===== config.mk =====
export PLATFORM = sky130hd
export DESIGN_NAME = eprom_prog_seq
export DESIGN_NICKNAME = d
export VERILOG_FILES = /design/src/rtl/eprom_prog_pkg.sv /design/src/rtl/eprom_prog_timer.sv /design/src/rtl/eprom_prog_addr.sv /design/src/rtl/eprom_prog_seq.sv
export SDC_FILE = /design/constraint.sdc
export NUM_CORES = 1
export LEC_CHECK = 0
export ABC_CLOCK_PERIOD_IN_PS = 8600
export BUFFER_PORTS_ARGS = -buffer_cell sky130_fd_sc_hd__buf_4
export CORE_MARGIN = 4
export CORE_UTILIZATION = 30
export DETAILED_ROUTE_END_ITERATION = 8
export GPL_TIMING_DRIVEN = 0
export PLACE_DENSITY_LB_ADDON = 0.2
export SLEW_MARGIN = 10
export SYNTH_ARGS = -nofsm -noshare
export SYNTH_HDL_FRONTEND = slang
export SYNTH_HIERARCHICAL = 1
export SYNTH_SLANG_ARGS = --single-unit

===== constraint.sdc =====
create_clock -name clk -period 8.6 [get_ports clk]
set_input_delay 2.15 -clock clk [delete_from_list [all_inputs] [get_ports clk]]
set_output_delay 2.15 -clock clk [all_outputs]
set_load 0.01 [all_outputs]

===== src/rtl/eprom_prog_pkg.sv =====
package eprom_prog_pkg;

    typedef enum logic [3:0] {
        S_IDLE  = 4'd0,
        S_PSET  = 4'd1,   // setup before strobe
        S_PULSE = 4'd2,   // strobe low
        S_PHOLD = 4'd3,   // data hold after strobe
        S_VTURN = 4'd4,   // bus turnaround before read
        S_VREAD = 4'd5,   // read-back at programming levels
        S_FSUP  = 4'd6,   // supply settle at normal levels
        S_FREAD = 4'd7    // final read-compare
    } seq_state_e;

    function automatic int unsigned ns_to_cycles(int unsigned ns, int unsigned cyc_per_us);
        return (ns * cyc_per_us + 999) / 1000 + 1;
    endfunction

endpackage


===== src/rtl/eprom_prog_timer.sv =====
module eprom_prog_timer #(
    parameter int unsigned W = 8
) (
    input  logic         clk,
    input  logic         rst_n,
    input  logic         load,
    input  logic [W-1:0] load_val,
    output logic         zero
);
    logic [W-1:0] cnt_q;

    always_ff @(posedge clk or negedge rst_n) begin
        if (!rst_n)             cnt_q <= '0;
        else if (load)          cnt_q <= load_val;
        else if (cnt_q != '0)   cnt_q <= cnt_q - 1'b1;
    end

    assign zero = (cnt_q == '0);
endmodule


===== src/rtl/eprom_prog_addr.sv =====
module eprom_prog_addr #(
    parameter int unsigned W = 17
) (
    input  logic         clk,
    input  logic         rst_n,
    input  logic         capture,
    input  logic         rewind,
    input  logic         inc,
    input  logic [W-1:0] first_in,
    input  logic [W-1:0] last_in,
    output logic [W-1:0] addr,
    output logic         at_last
);
    logic [W-1:0] addr_q, first_q, last_q;

    always_ff @(posedge clk or negedge rst_n) begin
        if (!rst_n) begin
            addr_q  <= '0;
            first_q <= '0;
            last_q  <= '0;
        end else if (capture) begin
            addr_q  <= first_in;
            first_q <= first_in;
            last_q  <= last_in;
        end else if (rewind) begin
            addr_q  <= first_q;
        end else if (inc) begin
            addr_q  <= addr_q + 1'b1;
        end
    end

    assign addr    = addr_q;
    assign at_last = (addr_q == last_q);
endmodule


===== src/rtl/eprom_prog_seq.sv =====
module eprom_prog_seq
    import eprom_prog_pkg::*;
#(
    parameter int unsigned ADDR_W     = 17,
    parameter int unsigned DATA_W     = 8,
    parameter int unsigned CLK_PER_US = 4,
    parameter int unsigned PULSE_US   = 100,
    parameter int unsigned SETUP_US   = 2,
    parameter int unsigned HOLD_US    = 2,
    parameter int unsigned VERIFY_NS  = 150,
    parameter int unsigned MAX_RETRY  = 10
) (
    input  logic              clk,
    input  logic              rst_n,
    input  logic              start,
    input  logic [ADDR_W-1:0] first_addr,
    input  logic [ADDR_W-1:0] last_addr,
    output logic [ADDR_W-1:0] src_addr,
    input  logic [DATA_W-1:0] src_data,
    output logic [ADDR_W-1:0] ep_addr,
    output logic [DATA_W-1:0] ep_dout,
    input  logic [DATA_W-1:0] ep_din,
    output logic              ep_ce_n,
    output logic              ep_oe_n,
    output logic              ep_pgm_n,
    output logic              prog_supply,
    output logic              dbus_oe,
    output logic              busy,
    output logic              done,
    output logic              pass,
    output logic              fail,
    output logic [ADDR_W-1:0] fail_addr
);
    localparam int unsigned PULSE_CYC  = PULSE_US * CLK_PER_US;
    localparam int unsigned SETUP_CYC  = SETUP_US * CLK_PER_US;
    localparam int unsigned HOLD_CYC   = HOLD_US * CLK_PER_US;
    localparam int unsigned VERIFY_CYC = ns_to_cycles(VERIFY_NS, CLK_PER_US);
    localparam int unsigned MAX_CYC    = PULSE_CYC;
    localparam int unsigned TMR_W      = $clog2(MAX_CYC + 1);
    localparam int unsigned RETRY_W    = $clog2(MAX_RETRY + 1);

    typedef struct packed {
        seq_state_e          state;
        logic                verify_ph;
        logic [RETRY_W-1:0]  retry;
        logic                done;
        logic                pass;
        logic                fail;
        logic [ADDR_W-1:0]   fail_addr;
    } seq_regs_t;

    seq_regs_t r_d, r_q;

    logic              tmr_load, tmr_zero;
    logic [TMR_W-1:0]  tmr_val;
    logic              a_capture, a_rewind, a_inc, at_last;
    logic [ADDR_W-1:0] addr;
    logic              match;

    eprom_prog_timer #(.W(TMR_W)) u_timer (
        .clk      (clk),
        .rst_n    (rst_n),
        .load     (tmr_load),
        .load_val (tmr_val),
        .zero     (tmr_zero)
    );

    eprom_prog_addr #(.W(ADDR_W)) u_addr (
        .clk      (clk),
        .rst_n    (rst_n),
        .capture  (a_capture),
        .rewind   (a_rewind),
        .inc      (a_inc),
        .first_in (first_addr),
        .last_in  (last_addr),
        .addr     (addr),
        .at_last  (at_last)
    );

    assign match = (ep_din == src_data);

    always_comb begin
        r_d       = r_q;
        tmr_load  = 1'b0;
        tmr_val   = '0;
        a_capture = 1'b0;
        a_rewind  = 1'b0;
        a_inc     = 1'b0;
        unique case (r_q.state)
            S_IDLE: begin
                if (start) begin
                    a_capture   = 1'b1;
                    r_d.state   = S_PSET;
                    r_d.verify_ph = 1'b0;
                    r_d.retry   = '0;
                    r_d.done    = 1'b0;
                    r_d.pass    = 1'b0;
                    r_d.fail    = 1'b0;
                    r_d.fail_addr = '0;
                    tmr_load    = 1'b1;
                    tmr_val     = TMR_W'(SETUP_CYC - 1);
                end
            end
            S_PSET: begin
                if (tmr_zero) begin
                    r_d.state = S_PULSE;
                    tmr_load  = 1'b1;
                    tmr_val   = TMR_W'(PULSE_CYC - 1);
                end
            end
            S_PULSE: begin
                if (tmr_zero) begin
                    r_d.state = S_PHOLD;
                    tmr_load  = 1'b1;
                    tmr_val   = TMR_W'(HOLD_CYC - 1);
                end
            end
            S_PHOLD: begin
                if (tmr_zero) begin
                    if (r_q.verify_ph) begin
                        r_d.state = S_VTURN;
                    end else if (at_last) begin
                        r_d.verify_ph = 1'b1;
                        a_rewind  = 1'b1;
                        r_d.state = S_VTURN;
                    end else begin
                        a_inc     = 1'b1;
                        r_d.state = S_PSET;
                        tmr_load  = 1'b1;
                        tmr_val   = TMR_W'(SETUP_CYC - 1);
                    end
                end
            end
            S_VTURN: begin
                r_d.state = S_VREAD;
                tmr_load  = 1'b1;
                tmr_val   = TMR_W'(VERIFY_CYC - 1);
            end
            S_VREAD: begin
                if (tmr_zero) begin
                    if (match) begin
                        r_d.retry = '0;
                        if (at_last) begin
                            a_rewind  = 1'b1;
                            r_d.state = S_FSUP;
                            tmr_load  = 1'b1;
                            tmr_val   = TMR_W'(SETUP_CYC - 1);
                        end else begin
                            a_inc     = 1'b1;
                            r_d.state = S_VTURN;
                        end
                    end else if (r_q.retry == RETRY_W'(MAX_RETRY)) begin
                        r_d.state     = S_IDLE;
                        r_d.done      = 1'b1;
                        r_d.fail      = 1'b1;
                        r_d.fail_addr = addr;
                    end else begin
                        r_d.retry = r_q.retry + 1'b1;
                        r_d.state = S_PSET;
                        tmr_load  = 1'b1;
                        tmr_val   = TMR_W'(SETUP_CYC - 1);
                    end
                end
            end
            S_FSUP: begin
                if (tmr_zero) begin
                    r_d.state = S_FREAD;
                    tmr_load  = 1'b1;
                    tmr_val   = TMR_W'(VERIFY_CYC - 1);
                end
            end
            S_FREAD: begin
                if (tmr_zero) begin
                    if (!match) begin
                        r_d.state     = S_IDLE;
                        r_d.done      = 1'b1;
                        r_d.fail      = 1'b1;
                        r_d.fail_addr = addr;
                    end else if (at_last) begin
                        r_d.state = S_IDLE;
                        r_d.done  = 1'b1;
                        r_d.pass  = 1'b1;
                    end else begin
                        a_inc    = 1'b1;
                        tmr_load = 1'b1;
                        tmr_val  = TMR_W'(VERIFY_CYC - 1);
                    end
                end
            end
            default: r_d.state = S_IDLE;
        endcase
    end

    always_ff @(posedge clk or negedge rst_n) begin
        if (!rst_n) begin
            r_q <= '{state: S_IDLE, verify_ph: 1'b0, retry: '0, done: 1'b0,
                     pass: 1'b0, fail: 1'b0, fail_addr: '0};
        end else begin
            r_q <= r_d;
        end
    end

    assign src_addr    = addr;
    assign ep_addr     = addr;
    assign ep_dout     = src_data;
    assign busy        = (r_q.state != S_IDLE);
    assign ep_ce_n     = (r_q.state == S_IDLE);
    assign ep_pgm_n    = (r_q.state != S_PULSE);
    assign ep_oe_n     = !((r_q.state == S_VREAD) || (r_q.state == S_FREAD));
    assign dbus_oe     = (r_q.state == S_PSET) || (r_q.state == S_PULSE) ||
                         (r_q.state == S_PHOLD);
    assign prog_supply = dbus_oe || (r_q.state == S_VTURN) || (r_q.state == S_VREAD);
    assign done        = r_q.done;
    assign pass        = r_q.pass;
    assign fail        = r_q.fail;
    assign fail_addr   = r_q.fail_addr;
endmodule


# Yosys cells after proc, flatten, opt, wreduce, memory -nomap -nowiden
# Index checks and enable logic that the tools add are counted.
[totals] reg_bits=89 input_bits=53 output_inout_bits=68
[classes] add_sub_neg=3 n_eq_ne=25 mux=73 n_reduce_logical=24
[op_table] cell="$mux W18" n=4
[op_table] cell="$pmux W9 S8" n=1
[op_table] cell="$pmux W18 S3" n=1
[op_table] cell="$mux W17" n=3
[op_table] cell="$mux W9" n=5
[op_table] cell="$mux W4" n=10
[op_table] cell="$pmux W4 S8" n=1
[op_table] cell="$mux W29" n=1
[op_table] cell="$mux W3" n=9
[op_table] cell="$mux W1" n=26
[op_table] cell="$ne A2 B2 Y1 const B" n=12
[op_table] cell="$mux W20" n=1
[op_table] cell="$add A17 B1 Y17 const B" n=1
[op_table] cell="$eq A17 B17 Y1" n=1
[op_table] cell="$eq A4 B3 Y1 const B" n=4
[op_table] cell="$reduce_and A7 Y1" n=2
[op_table] cell="$mux W5" n=2
[op_table] cell="$logic_not A9 Y1" n=1
[op_table] cell="$reduce_bool A9 Y1" n=1
[op_table] cell="$sub A9 B1 Y9 const B" n=1
[op_table] cell="$eq A4 B2 Y1 const B" n=2
[op_table] cell="$eq A8 B8 Y1" n=1
[op_table] cell="$pmux W1 S2" n=4
[op_table] cell="$pmux W4 S2" n=1
[op_table] cell="20 further kinds" n=30

# Logic depth before layout (Yosys ltp)
# Gate-level depths: netlist of run 1.
[logic_depth] ltp_word=8 mapped_depth=15 depth_no_buf=12

# Hierarchy
# Netlist of run 1, hierarchy kept.
[by_module_without_submodules] module="eprom_prog_addr" n_inst=1 cells_per_inst=264 area_each_um2=2813.9 seq_area_each_um2=1276.2
[by_module_without_submodules] module="eprom_prog_seq" n_inst=1 cells_per_inst=238 area_each_um2=2013.2 seq_area_each_um2=700.7
[by_module_without_submodules] module="eprom_prog_timer" n_inst=1 cells_per_inst=57 area_each_um2=534.3 seq_area_each_um2=225.2

# Worst setup path after synthesis of run 1
# Ideal clock, no wire load.
[synth_timing] path_kind="input to output" start="input port src_data[0]" end="output port ep_dout[0]" arrival_ps=2269 t_required_ps=6450 slack_ps=4181 path_stages=1 n_path_buf=1 cell_sequence="buf_4"
[synth_rtl] item="start: declaration" line_no="eprom_prog_seq.sv:19" source="input logic [DATA_W-1:0] src_data,"
[synth_rtl] item="end: declaration" line_no="eprom_prog_seq.sv:21" source="output logic [DATA_W-1:0] ep_dout,"
# No word-level cell between the ends.

# Final worst setup path of run 1
[layout_timing] start="input port src_data[7]" end="register u_addr.addr_q[4], in the netlist u_addr/addr[4]"
[layout_between] elab_chain_cells=6
[layout_rtl] item="$eq A8 B8 Y1 (*)" line_no="eprom_prog_seq.sv:80" source="assign match = (ep_din == src_data);"
[layout_rtl] item="$mux W1 (*)" line_no="eprom_prog_seq.sv:141" source="if (match) begin"
[layout_rtl] item="$mux W1 (*)" line_no="eprom_prog_seq.sv:140" source="if (tmr_zero) begin"
[layout_rtl] item="$pmux W1 S2 (*)" line_no="eprom_prog_seq.sv:89" source="unique case (r_q.state)"
[layout_rtl] item="net a_rewind" line_no="eprom_prog_seq.sv:56" source="logic a_capture, a_rewind, a_inc, at_last;"
[layout_rtl] item="$mux W17" line_no="eprom_prog_addr.sv:25" source="end else if (rewind) begin"
[layout_rtl] item="$mux W17" line_no="eprom_prog_addr.sv:21" source="end else if (capture) begin"
[layout_rtl] item="end signal: assignment" line_no="eprom_prog_addr.sv:22" source="addr_q <= first_in;"
[layout_rtl] item="end signal: assignment" line_no="eprom_prog_addr.sv:26" source="addr_q <= first_q;"
[layout_rtl] item="end signal: assignment" line_no="eprom_prog_addr.sv:28" source="addr_q <= addr_q + 1'b1;"
[layout_rtl] item="end: declaration" line_no="eprom_prog_addr.sv:14" source="logic [W-1:0] addr_q, first_q, last_q;"
# Mark *: on every way through the listed nets, which the timed path passes. The rest lies on a longest branch.
# A chain may end at the register's enable or synchronous reset.

==> results of run 1 <==
## placed cells by master (no fill, tap or decap), drive strengths merged, types with 6 or more instances in the layout
cell / netlist / layout
a22oi: 7 / 7
mux2i: 19 / 19
a2bb2oi: 8 / 8
xor2: 22 / 22
nand3: 17 / 17
nor2: 21 / 21
o21ai: 28 / 28
o31ai: 6 / 6
buf: 59 / 179
nor4: 10 / 10
clkbuf: 18 / 29
nor3: 17 / 17
nand2: 69 / 69
inv: 22 / 23
xnor2: 10 / 10
mux2: 31 / 31
dfrtp: 88 / 88
a21oi: 21 / 21
nand4: 8 / 8
## final cells by class
type | instances | area share [%]
Clock inverter | 5 | 1.507
Inverter | 22 | 1.198
Sequential cell | 88 | 31.95
Timing Repair Buffer | 120 | 13.13
Tap cell | 225 | 4.085
Buffer | 77 | 8.206
Multi-Input combinational cell | 374 | 36.55
Clock buffer | 11 | 3.377
## layer usage
metal	share of wire [%]	global-route usage, %
met4	1.6	4.646
met2	45	24.14
met1	46	22.80
met3	6.7	3.707
met5	0	0
## worst max path at each step
stage,to,slack (ps)
after floorplan,ep_dout[0],4180
after global placement,u_addr/addr[4],3330
after detailed placement,u_addr/addr[4],3300
after CTS,u_addr/addr[4],3640
after global routing,u_addr/addr[4],3360
final,u_addr/addr[4],3670
## cells by family after synthesis
kind of cell               Yosys count
xor gates and xnor gates            32
DFF                                 88
other                                1
muxes                               50
buffers and inverters               99
and+or+nand+nor                    175
adders and majority gates            4
AOI/OAI and AO/OA                  110
## power groups by stage
stage	logic [uW]	clock network [uW]	registers, uW
global placement	536	0	636
CTS	551	465	635
global route	604	484	651
finish	544	452	633
floorplan	347	0	604
detailed placement	550	0	642
## per-stage QoR
step / util (%) / setup slack [ps]
floorplan: - / 4181
global placement: 37.61 / 3335
detailed placement: 37.61 / 3303
CTS: 39.55 / 3642
global route: 39.57 / 3365
finish: 39.57 / 3671
## sequential cells by signal, indices dropped and copies added (netlist names)
signal	flops
u_timer/cnt_q	9
fail	1
done	1
r_q	8
u_addr/first_q	17
pass	1
fail_addr	17
u_addr/last_q	17
u_addr/addr	17
==> flow_metrics.tcl, run 1 <==
set metrics [dict create \
    post_synth_mux_area_share_pct 10.06 \
    yosysMostFrequentCell "sky130_fd_sc_hd__dfrtp_1" \
    gpl.final_weighted_congestion 0.8839 \
    tritoncts_buffers 9 \
    final_net_count 749 \
    final.period_utilization_pct 57.31 \
    path_class "in2reg" \
    summed_area_of_non_filler_cells_in_the_final_layout_mm2 0.006892 \
    post_cts_buffers 0 \
    number_of_top_level_pins 121 \
    cp_num_buf_inv 2 \
    reg2reg_slack_ps 4670 \
    drt-vias-per-instance 5.022 \
    cts_hold_buffers_added 0 \
    drv_slew 0 \
    synthesized_area_fraction_occupied_by_ao_oa_aoi_and_oai_cells_pct 14.26 \
    multiInputGateArea_mm2 0.002519 \
    cts_tree "done" \
    transition_time_of_the_tightest_slew_check_pin_ps 903.8 \
    critical_path.top_delay_family "simple AND/OR/NAND/NOR gates" \
    grt_start_max_net_pins 89 \
    final-instance-count-excl-fill 922 \
    crit_path_cell_trace "buf_4 > xor2_1 > nor4_1 > nand2_1 > or3_1 > a21oi_1 > nor2b_1 > clkbuf_1 > a22oi_1 > a21oi_1 > a2bb2oi_1" \
    netlist_top_cells_area "sky130_fd_sc_hd__dfrtp_1 41%, sky130_fd_sc_hd__mux2_2 6.5%, sky130_fd_sc_hd__buf_4 6.2%" \
    ys_seq_area_share_pct 41.07 \
    r2r.worst_path.cells 13 \
    diodes 0 \
    crit_fanout 7 \
    synth.largest_area_cell "sky130_fd_sc_hd__dfrtp_1" \
    p_total_uw 1629 \
    total_power_divided_by_cell_area_mw_per_mm2 236.3 \
    fin_hold_ws_ps 497.4 \
    routed_wirelength_um 15780 \
    worst-endpoint-arrival_ps 5190 \
    crit_start "src_data[7]" \
    period_minus_slack_ps 4929 \
    grt_overflow 0 \
    worst_path_max_delay_cell "sky130_fd_sc_hd__nor4_1" \
    net-switching-power_uw 530.8 \
    filler_cell_count 1750 \
    yosys_warnings 6 \
    worst_hold_end "fail" \
    synthesis.instances 559 \
    dp.final_hpwl_um 11800 \
    cpPeakStageDelay_ps 780 \
    synth_xor_area_share_pct 5.228 \
    critical_path.startpoint_type "input port" \
    worstReg2RegStart "u_timer/cnt_q[0]" \
    holdCritPathClass "reg2reg" \
    fin_setup_tns_ps 0 \
    clkLatencyLatePin_ps 350 \
    cts_root_buffer "sky130_fd_sc_hd__clkbuf_16" \
    number_of_antenna_violations_at_the_first_check_in_global_routing 0 \
    startpoint_of_the_tightest_hold_check_path "fail" \
    final-seq-area_mm2 0.002202 \
    cell_internal_pwr_uw 1098 \
    cp-end-kind "flip-flop" \
    asyncSetResetFlopFracSynth_pct 100.0 \
    cp.depth 11 \
    layout-area-overhead-vs-synth_pct 28.54 \
    postSynth.topFlopCell "sky130_fd_sc_hd__dfrtp_1" \
    timing.max_cap.violations 0 \
    dieHeight_um 141.7 \
    post_synth_fa_ha_maj_area_fraction_pct 0.9335 \
    dpl.cell_count 906 \
    critical_path.reg2reg.endpoint "u_addr/addr[4]" \
    route.detailed.wl_per_inst_um 17.11 \
    grt_pass1_vias 4677 \
    die_area_mm2 0.02007 \
    power.switching_fraction_pct 32.59 \
    power.share.sequential_pct 38.9 \
    detail_route.first_pass.iterations 5 \
    routed-via-count 4630 \
    synth_simple_gate_area_share_pct 16.29 \
    hold_depth 1 \
    cts_resized 0 \
    irDropWorstVdd_v 0.0001019 \
    io_buffer_count 120 \
    rsz0062_at_grt "no" \
    die-width_um 141.7 \
    post_route_cells_drive_above_1_share_pct 34.86 \
    library_cells_used_by_synthesis 67 \
    detailedRoute.firstIterationViolations 303 \
    synth_top_area_share_pct 41.07 \
    combPwrFrac_pct 33.4 \
    final.setup_skew_ps 9.677 \
    fp-row-count 48 \
    max-clock-path-buffers 2 \
    ys_ff_latch 88 \
    critPathRequiredTime_ps 8860 \
    hold_violation_count_in_the_final_report 0 \
    groute.usage.overall_pct 15.97 \
    slew-limit-headroom_pct 39.19 \
    p_clk_share_pct 27.7 \
    critical_path.most_common_cell "sky130_fd_sc_hd__a21oi_1" \
    synth-edff-count 0 \
    finalSetupViolCount 0 \
    htree_num_levels 3 \
    netlist_area_before_placement_mm2 0.005361 \
    remaining_drc_errors 0 \
    synth_top_cells_by_count "88 x sky130_fd_sc_hd__dfrtp_1, 69 x sky130_fd_sc_hd__nand2_1, 44 x sky130_fd_sc_hd__buf_4" \
    grt_first_pass_wirelength_um 25520 \
    core_mm2 0.01742 \
    syn_avg_cell_area_um2 9.591 \
    route.antenna.remaining_nets 0 \
    main_combinational_cell_family_by_area_after_synthesis "simple AND/OR/NAND/NOR gates" \
    maxClockFrequency_mhz 202.9 \
    initial_core_util_pct 30.78 \
    status "finished, final reports clean" \
    placed_area_mm2 0.006551 \
    static-leakage-power_uw 0.003076 \
    clkTransAtPathRegs_ps 70 \
    clkSinkCount 88 \
]
Power figures use the tool's default switching activity.
==> inputs of run 2 (changes only) <==
--- a/config.mk
+++ b/config.mk
@@ -5,7 +5,7 @@
 export SDC_FILE = /design/constraint.sdc
 export NUM_CORES = 1
 export LEC_CHECK = 0
-export ABC_CLOCK_PERIOD_IN_PS = 8600
+export ABC_CLOCK_PERIOD_IN_PS = 4200
 export BUFFER_PORTS_ARGS = -buffer_cell sky130_fd_sc_hd__buf_4
 export CORE_MARGIN = 4
 export CORE_UTILIZATION = 30
==> constraint.sdc (replaced) <==
create_clock -name clk -period 4.2 [get_ports clk]
set_input_delay 1.05 -clock clk [delete_from_list [all_inputs] [get_ports clk]]
set_output_delay 1.05 -clock clk [all_outputs]
set_load 0.01 [all_outputs]
==> run 2 against run 1 <==
Effect of this change:
- via count increased by 0.32%
- utilization about the same
- flip-flop and latch count is the same
- worst hold slack about the same
- first-iteration DRC count rose by 0.99%
- sequential share of layout area is essentially flat
- wire length down 0.32%
- sequential power increased by 110%
- power increased by 100%
- die area unchanged
- largest cell class unchanged
- largest power group unchanged
- highest routed layer unchanged
==> flow_metrics.tcl, run 2 (synthesis results as in run 1) <==
set metrics [dict create \
    status "finished, final reports clean" \
    drv_slew 0 \
    fin_setup_tns_ps 0 \
    irDropWorstVdd_v 0.0002064 \
    holdCritPathClass "reg2reg" \
    clkLatencyLatePin_ps 340 \
    number_of_antenna_violations_at_the_first_check_in_global_routing 0 \
    static-leakage-power_uw 0.003080 \
    grt_first_pass_wirelength_um 25520 \
    dp.final_hpwl_um 11800 \
    post_cts_buffers 0 \
    groute.usage.overall_pct 15.97 \
    grt_start_max_net_pins 89 \
    startpoint_of_the_tightest_hold_check_path "fail" \
    total_power_divided_by_cell_area_mw_per_mm2 482.7 \
    layout.cells.most_common "sky130_fd_sc_hd__buf_4" \
    timing.max_cap.violations 0 \
    critPathRequiredTime_ps 4460 \
    fp-row-count 48 \
    core_mm2 0.01742 \
    hold_violation_count_in_the_final_report 0 \
    finalSetupViolCount 0 \
    tritoncts_buffers 9 \
    max-clock-path-buffers 2 \
    final-instance-count-excl-fill 922 \
    initial_core_util_pct 30.78 \
    grt_pass1_vias 4677 \
    crit_fanout 7 \
    maxClockFrequency_mhz 260.4 \
    worstReg2RegStart "u_timer/cnt_q[0]" \
    critical_path.startpoint_type "input port" \
    dieHeight_um 141.7 \
    gpl.final_weighted_congestion 0.8839 \
    path_class "in2reg" \
    final.period_utilization_pct 91.44 \
    drt-vias-per-instance 5.038 \
    cts_root_buffer "sky130_fd_sc_hd__clkbuf_16" \
    die-width_um 141.7 \
    diodes 0 \
    clkTransAtPathRegs_ps 70 \
    transition_time_of_the_tightest_slew_check_pin_ps 907.9 \
    period_minus_slack_ps 3841 \
    detail_route.first_pass.iterations 5 \
    cts_tree "done" \
    routed_wirelength_um 15720 \
    p_total_uw 3329 \
    rsz0062_at_grt "no" \
    clkSinkCount 88 \
    io_buffer_count 120 \
    remaining_drc_errors 0 \
    route.antenna.remaining_nets 0 \
    number_of_top_level_pins 121 \
    grt_overflow 0 \
    filler_cell_count 1749 \
    detailedRoute.firstIterationViolations 306 \
    final_net_count 749 \
    dpl.cell_count 906 \
    cp-end-kind "flip-flop" \
    crit_start "src_data[7]" \
    htree_num_levels 3 \
    die_area_mm2 0.02007 \
    routed-via-count 4645 \
    post_route_cells_drive_above_1_share_pct 35.15 \
    final.setup_skew_ps 8.966 \
    final_cell_mix "163 x sky130_fd_sc_hd__buf_4, 88 x sky130_fd_sc_hd__dfrtp_1, 69 x sky130_fd_sc_hd__nand2_1, 31 x sky130_fd_sc_hd__mux2_2, 28 x sky130_fd_sc_hd__o21ai_0" \
    worst-endpoint-arrival_ps 4100 \
    r2r.worst_path.cells 15 \
    hold_depth 1 \
    slew-limit-headroom_pct 38.92 \
    layout-area-overhead-vs-synth_pct 28.66 \
    route.detailed.wl_per_inst_um 17.05 \
]
[run 2: cell counts in the layout (fill, tap and decap cells not counted)]
No cell type changed its count.
[run 2: area by class of cell]
| cell class | count | area [um^2] | share of cell area, % |
|---|---|---|---|
| inverters | 22 | 82.58 | 1.197 |
| flip-flops and latches | 88 | 2202 | 31.92 |
| repair buffers | 120 | 904.6 | 13.11 |
| well taps | 225 | 281.5 | 4.081 |
| clock inverters | 5 | 103.9 | 1.506 |
| clock buffers | 11 | 232.7 | 3.374 |
| plain buffers | 77 | 566.8 | 8.217 |
| multi-input cells | 374 | 2524 | 36.59 |
[run 2: critical path: stages]
cell and delay [ps]:
sky130_fd_sc_hd__buf_4 110, sky130_fd_sc_hd__xor2_1 150, sky130_fd_sc_hd__nor4_1 790, sky130_fd_sc_hd__nand2_1 230, sky130_fd_sc_hd__or3_1 370, sky130_fd_sc_hd__a21oi_1 370, sky130_fd_sc_hd__nor2b_1 180, sky130_fd_sc_hd__clkbuf_1 270
sky130_fd_sc_hd__a22oi_1 180, sky130_fd_sc_hd__a21oi_1 180, sky130_fd_sc_hd__a2bb2oi_1 200
[run 2: stage by stage]
stage / utilization (%) / hold slack, ps / area [um^2] / setup WS (ps)
floorplan: - / 473.3 / 5369 / 934.7
global placement: 37.61 / 480.8 / 6551 / 34.62
detailed placement: 37.61 / 492.8 / 6551 / 2.994
CTS: 39.55 / 508.0 / 6888 / 310.6
global route: 39.60 / 524.6 / 6898 / 64.69
finish: 39.60 / 497.3 / 6898 / 359.4
[run 2: final timing paths]
path	end	slack [ps]
setup reg to reg	u_timer/cnt_q[7]	380
setup / recovery	u_addr/addr[4]	360
max in group asynchronous	u_addr/first_q[4]	2850
min in group asynchronous	r_q[23]	750
hold reg to reg	fail	500
hold / removal	fail	500
[run 2: report_power, final]
part	switching (uW)	internal [uW]
Combinational	513	600
Clock	338	583
Sequential	230	1060
Total	1080	2250
[run 2: repair_timing]
| item | in CTS | in global routing |
|---|---|---|
| setup endpoints to repair | 0 | 3 |
| hold buffers | 0 | 0 |
| resized for setup | 0 | 3 |
[run 2: metal layers]
| metal | GRT usage [%] | vias up | share of wire, % |
|---|---|---|---|
| met5 | 0 | - | 0 |
| met3 | 3.707 | 20 | 7.4 |
| met1 | 22.80 | 2223 | 46 |
| met2 | 24.14 | 194 | 45 |
| met4 | 4.646 | 0 | 1.6 |
| li1 | - | 2208 | - |
